### config.mk
export PLATFORM = sky130hd
export DESIGN_NAME = intr_enable_ctl
export DESIGN_NICKNAME = d
export VERILOG_FILES = /design/src/rtl/intr_ctl_pkg.sv /design/src/rtl/intr_ctl_policy.sv /design/src/rtl/intr_ctl_shadow.sv /design/src/rtl/intr_enable_ctl.sv
export SDC_FILE = /design/constraint.sdc
export NUM_CORES = 1
export LEC_CHECK = 0
export CELL_PAD_IN_SITES_DETAIL_PLACEMENT = 0
export CELL_PAD_IN_SITES_GLOBAL_PLACEMENT = 2
export CORE_ASPECT_RATIO = 2
export CORE_MARGIN = 2
export CORE_UTILIZATION = 16
export DETAILED_ROUTE_END_ITERATION = 16
export PLACE_DENSITY_LB_ADDON = 0.1
export SYNTH_ARGS = -nofsm -noshare
export SYNTH_HDL_FRONTEND = slang
export SYNTH_SLANG_ARGS = --single-unit
### constraint.sdc
create_clock -name clk -period 2.09 [get_ports clk]
set_input_delay 0.418 -clock clk [delete_from_list [all_inputs] [get_ports clk]]
set_output_delay 0.418 -clock clk [all_outputs]
set_load 0.05 [all_outputs]
### src/rtl/intr_ctl_pkg.sv
`timescale 1ns/1ps
package intr_ctl_pkg;
    typedef enum logic [1:0] {
        MODE_REAL = 2'b00,
        MODE_PROT = 2'b01,
        MODE_V86  = 2'b10,
        MODE_RSVD = 2'b11
    } cpu_mode_e;

    typedef enum logic [1:0] {
        ACT_NONE   = 2'b00,
        ACT_WR_IF  = 2'b01,
        ACT_WR_VIF = 2'b10,
        ACT_FAULT  = 2'b11
    } action_e;

    typedef struct packed {
        logic intr_en;
        logic virt_en;
        logic fault;
        logic evt;
    } flag_state_t;
endpackage

### src/rtl/intr_ctl_policy.sv
`timescale 1ns/1ps
module intr_ctl_policy
    import intr_ctl_pkg::*;
#(
    parameter int PRIV_W = 2
) (
    input  logic              op_valid,
    input  logic              op_set,
    input  logic [1:0]        cpu_mode,
    input  logic [PRIV_W-1:0] cur_priv,
    input  logic [PRIV_W-1:0] io_priv,
    input  logic              vm_ext_en,
    input  logic              pm_virt_en,
    input  logic              virt_pend,
    output action_e           act
);
    localparam logic [PRIV_W-1:0] PRIV_USER = {PRIV_W{1'b1}};

    logic user_low_iopl;
    logic iopl_full;

    always_comb begin
        user_low_iopl = (cur_priv == PRIV_USER) && (io_priv != PRIV_USER);
        iopl_full     = (io_priv == PRIV_USER);
        act           = ACT_NONE;
        if (op_valid) begin
            unique case (cpu_mode_e'(cpu_mode))
                MODE_PROT: begin
                    if (pm_virt_en && user_low_iopl) begin
                        if (op_set && virt_pend) act = ACT_FAULT;
                        else                     act = ACT_WR_VIF;
                    end else if (op_set) begin
                        act = (cur_priv > io_priv) ? ACT_FAULT : ACT_WR_IF;
                    end else begin
                        act = (io_priv < cur_priv) ? ACT_FAULT : ACT_WR_IF;
                    end
                end
                MODE_V86: begin
                    if (iopl_full)                         act = ACT_WR_IF;
                    else if (vm_ext_en && !(op_set && virt_pend)) act = ACT_WR_VIF;
                    else                                   act = ACT_FAULT;
                end
                default: act = ACT_WR_IF;
            endcase
        end
    end
endmodule

### src/rtl/intr_ctl_shadow.sv
`timescale 1ns/1ps
module intr_ctl_shadow (
    input  logic clk,
    input  logic rst_n,
    input  logic raise,
    input  logic retire,
    output logic shadow
);
    logic shadow_d, shadow_q;

    always_comb begin
        shadow_d = shadow_q;
        if (retire) shadow_d = 1'b0;
        if (raise)  shadow_d = 1'b1;
    end

    always_ff @(posedge clk) begin
        if (!rst_n) shadow_q <= 1'b0;
        else        shadow_q <= shadow_d;
    end

    assign shadow = shadow_q;
endmodule

### src/rtl/intr_enable_ctl.sv
`timescale 1ns/1ps
module intr_enable_ctl
    import intr_ctl_pkg::*;
#(
    parameter int PRIV_W = 2,
    parameter int ERR_W  = 16
) (
    input  logic              clk,
    input  logic              rst_n,
    input  logic              op_valid,
    input  logic              op_set,
    input  logic [1:0]        cpu_mode,
    input  logic [PRIV_W-1:0] cur_priv,
    input  logic [PRIV_W-1:0] io_priv,
    input  logic              vm_ext_en,
    input  logic              pm_virt_en,
    input  logic              virt_pend,
    input  logic              retire,
    output logic              intr_flag,
    output logic              virt_flag,
    output logic              intr_shadow,
    output logic              async_evt,
    output logic              gp_fault,
    output logic [ERR_W-1:0]  gp_err_code
);
    action_e     act;
    flag_state_t st_d, st_q;
    logic        raise_shadow;

    intr_ctl_policy #(.PRIV_W(PRIV_W)) u_policy (
        .op_valid   (op_valid),
        .op_set     (op_set),
        .cpu_mode   (cpu_mode),
        .cur_priv   (cur_priv),
        .io_priv    (io_priv),
        .vm_ext_en  (vm_ext_en),
        .pm_virt_en (pm_virt_en),
        .virt_pend  (virt_pend),
        .act        (act)
    );

    always_comb begin
        st_d         = st_q;
        st_d.fault   = 1'b0;
        st_d.evt     = 1'b0;
        raise_shadow = 1'b0;
        unique case (act)
            ACT_WR_IF: begin
                st_d.intr_en = op_set;
                raise_shadow = op_set && !st_q.intr_en;
                st_d.evt     = raise_shadow;
            end
            ACT_WR_VIF: st_d.virt_en = op_set;
            ACT_FAULT:  st_d.fault   = 1'b1;
            default:    ;
        endcase
    end

    always_ff @(posedge clk) begin
        if (!rst_n) st_q <= '0;
        else        st_q <= st_d;
    end

    intr_ctl_shadow u_shadow (
        .clk    (clk),
        .rst_n  (rst_n),
        .raise  (raise_shadow),
        .retire (retire),
        .shadow (intr_shadow)
    );

    assign intr_flag   = st_q.intr_en;
    assign virt_flag   = st_q.virt_en;
    assign async_evt   = st_q.evt;
    assign gp_fault    = st_q.fault;
    assign gp_err_code = {ERR_W{1'b0}};
endmodule

==> reports/summary.txt <==
Grt ovf = 0
Drt first pass iters = 2
Critical Path RT = 2200 ps
Worst endpoint data arrival time = 2110 ps
Final hold slack = 476 ps
Slew headroom = 66.5%
Antenna Nets Post-Route = 0
First-pass GRT wire length = 1560 um
Routed vias = 408
Hold Vio Cnt, Final = 0
CP Class = input pin to flop
Row count = 27
Crit. End Element = flop
Worst vdd ir = 0.480 mV
Area Growth Syn to Fin = 54.1%
RSZ-0062 raised after global routing = no
Post-DP Area = 619 um2
Status = complete, no violations
Slew Viols, Final = 0
Wirelength per Cell = 10.6 um
Total negative slack = 0 ps
Antenna Cells = 0
Die area = 0.00324 mm2
Syn avg cell area = 8.38 um2
Initial Util = 16.4%
Share of cells above drive strength 1 = 14.3%
Clock Latency Late Sink = 220 ps
Final Cell Area = 684 um2
Most common cell after layout, fill and taps aside = clkdlybuf4s50_1
Max-Cap Viols = 0
Actual slew at the worst max-slew pin = 501 ps
Worst Clk Skew = 0.103 ps
Iter 0 DRT Violations = 2
Post-route DRC = 0
Largest net degree at the start of global routing = 6
Sw Ratio = 37.1%
Fin crit share = 95.6%
Synth Instances = 53
Top-area cell type share of the netlist area = 27.0%
Fin cells = 106
Routed wire length = 1130 um
CORE AREA = 0.00270 mm2
Fmax = 0.500 GHz
Most frequent cells in the layout = clkdlybuf4s50_1 (18), conb_1 (16), inv_1 (6), dfxtp_1 (5)
CTS tree = yes
Antenna violations before repair = 0
Logic pwr share = 36.3%
Synth cell types = 22
Ports = 35
# port buffers = 18
Worst-path clk slew = 40 ps
Worst min-delay path class = flop to flop
Post-Syn Area = 444 um2
Total track usage = 7.22%
Vias per cell = 3.85
Hold_buf cts = 0
Crit start category = input pin
Leak pwr = 0.297 nW
Net switching power = 0.165 mW
Pint = 0.280 mW
H-tree Lvls = 1
#FFs+latches synth = 5
Clock network power share = 40.8%
Vias in the first global route = 383
Synth warnings = 0
Chip height = 78.5 um
CTS Buffer Depth = 2
Sink Count = 5
TritonCTS Buffers = 3
Dpl hpwl = 960 um
Minimum clock period = 2000 ps
Setup violators final = 0
Post_cts resized = 0
Nets = 95
Biggest area consumer among synthesized cells = buf_4
Gpl congestion = 0.688
Placed Cells incl. Taps = 102
Sequential-to-total area share from yosys stat = 22.5%
Part of the power in registers = 22.9%
Setup Buffers After CTS = 0
Top area cells in the synthesized netlist = buf_4 (27%), dfxtp_1 (23%), ha_1 (8.5%), inv_1 (5.1%), a2111oi_2 (3.4%)
Die W = 41.3 um
Crit-path max FO = 5
CTS root buffer = clkbuf_8
Power Dens Cells = 651 mW/mm2
[state kept, by name, indices dropped and copies added, names as in the netlist]
signal           flops
intr_flag            1
gp_fault             1
virt_flag            1
async_evt            1
u_shadow.shadow      1
[routing by layer]
metal,wire length [um],GRT usage (%),vias to the layer above
li1,-,-,198
met2,632,12.5,22
met4,31,5.81,0
met3,77,0.847,4
met1,386,6.59,184
met5,0,0,-
[worst max-delay path, cell delays in order]
cell	delay [ps]
clkdlybuf4s50_1	480
inv_1	50
ha_1	370
a2111oi_4	350
a21oi_2	100
and3_1	210
mux2i_1	110
[synthesized netlist by cell type, drive strengths merged]
library cell and count:
nand3 1, o21ai 2, o31ai 1, a31oi 1
nand2 2, a22oi 1, nor4b 1, dfxtp 5
inv 6, and3 1, conb 1, buf 16
mux2i 1, a21o 1, a2111oi 1, nor2 3
ha 3, o211ai 1, a21oi 1, a41oi 1
nand4 1, nand3b 2
[layout make-up]
| type | instances | area, um2 |
|---|---|---|
| fillers | 330 | 2020 |
| inverters | 6 | 22.5 |
| flip-flops and latches | 5 | 100 |
| clock buffers | 4 | 45.0 |
| repair buffers | 21 | 203 |
| well taps | 29 | 36.3 |
| multi-input cells | 41 | 278 |
[cells by family after synthesis]
family	share of synthesized area, %
buffers and inverters	32.1
AND/OR/NAND/NOR	14.9
AO/OA/AOI/OAI	18.9
flip-flops	22.5
adder cells (fa/ha/maj)	8.45
multiplexers	2.25
other	0.844
[worst paths after layout]
check                         startpoint                            to  slack [ps]  depth (start not counted)
hold reg to reg   intr_flag$_SDFFE_PN0N_        intr_flag$_SDFFE_PN0N_         480                          2
setup reg to reg  intr_flag$_SDFFE_PN0N_  u_shadow.shadow$_SDFFE_PN0P_        1360                          2
hold / removal    intr_flag$_SDFFE_PN0N_        intr_flag$_SDFFE_PN0N_         480                          2
setup / recovery             cpu_mode[0]        intr_flag$_SDFFE_PN0N_          90                          7
[power by group through the flow]
| stage | Clock [mW] | Sequential [mW] | Combinational, mW |
|---|---|---|---|
| after floorplan | 0 | 0.118 | 0.116 |
| after global placement | 0 | 0.104 | 0.159 |
| after detailed placement | 0 | 0.103 | 0.158 |
| after CTS | 0.185 | 0.102 | 0.159 |
| after global routing | 0.187 | 0.102 | 0.172 |
| final | 0.182 | 0.102 | 0.161 |
[metrics by stage]
stage | power, mW | util (%) | setup WS [ps]
detailed placement | 0.262 | 22.9 | -181
global placement | 0.263 | 22.9 | -165
CTS | 0.446 | 24.6 | 43.7
global route | 0.461 | 25.3 | 3.93
finish | 0.445 | 25.3 | 91.2
floorplan | 0.234 | - | 443
Power figures use the tool's default switching activity.
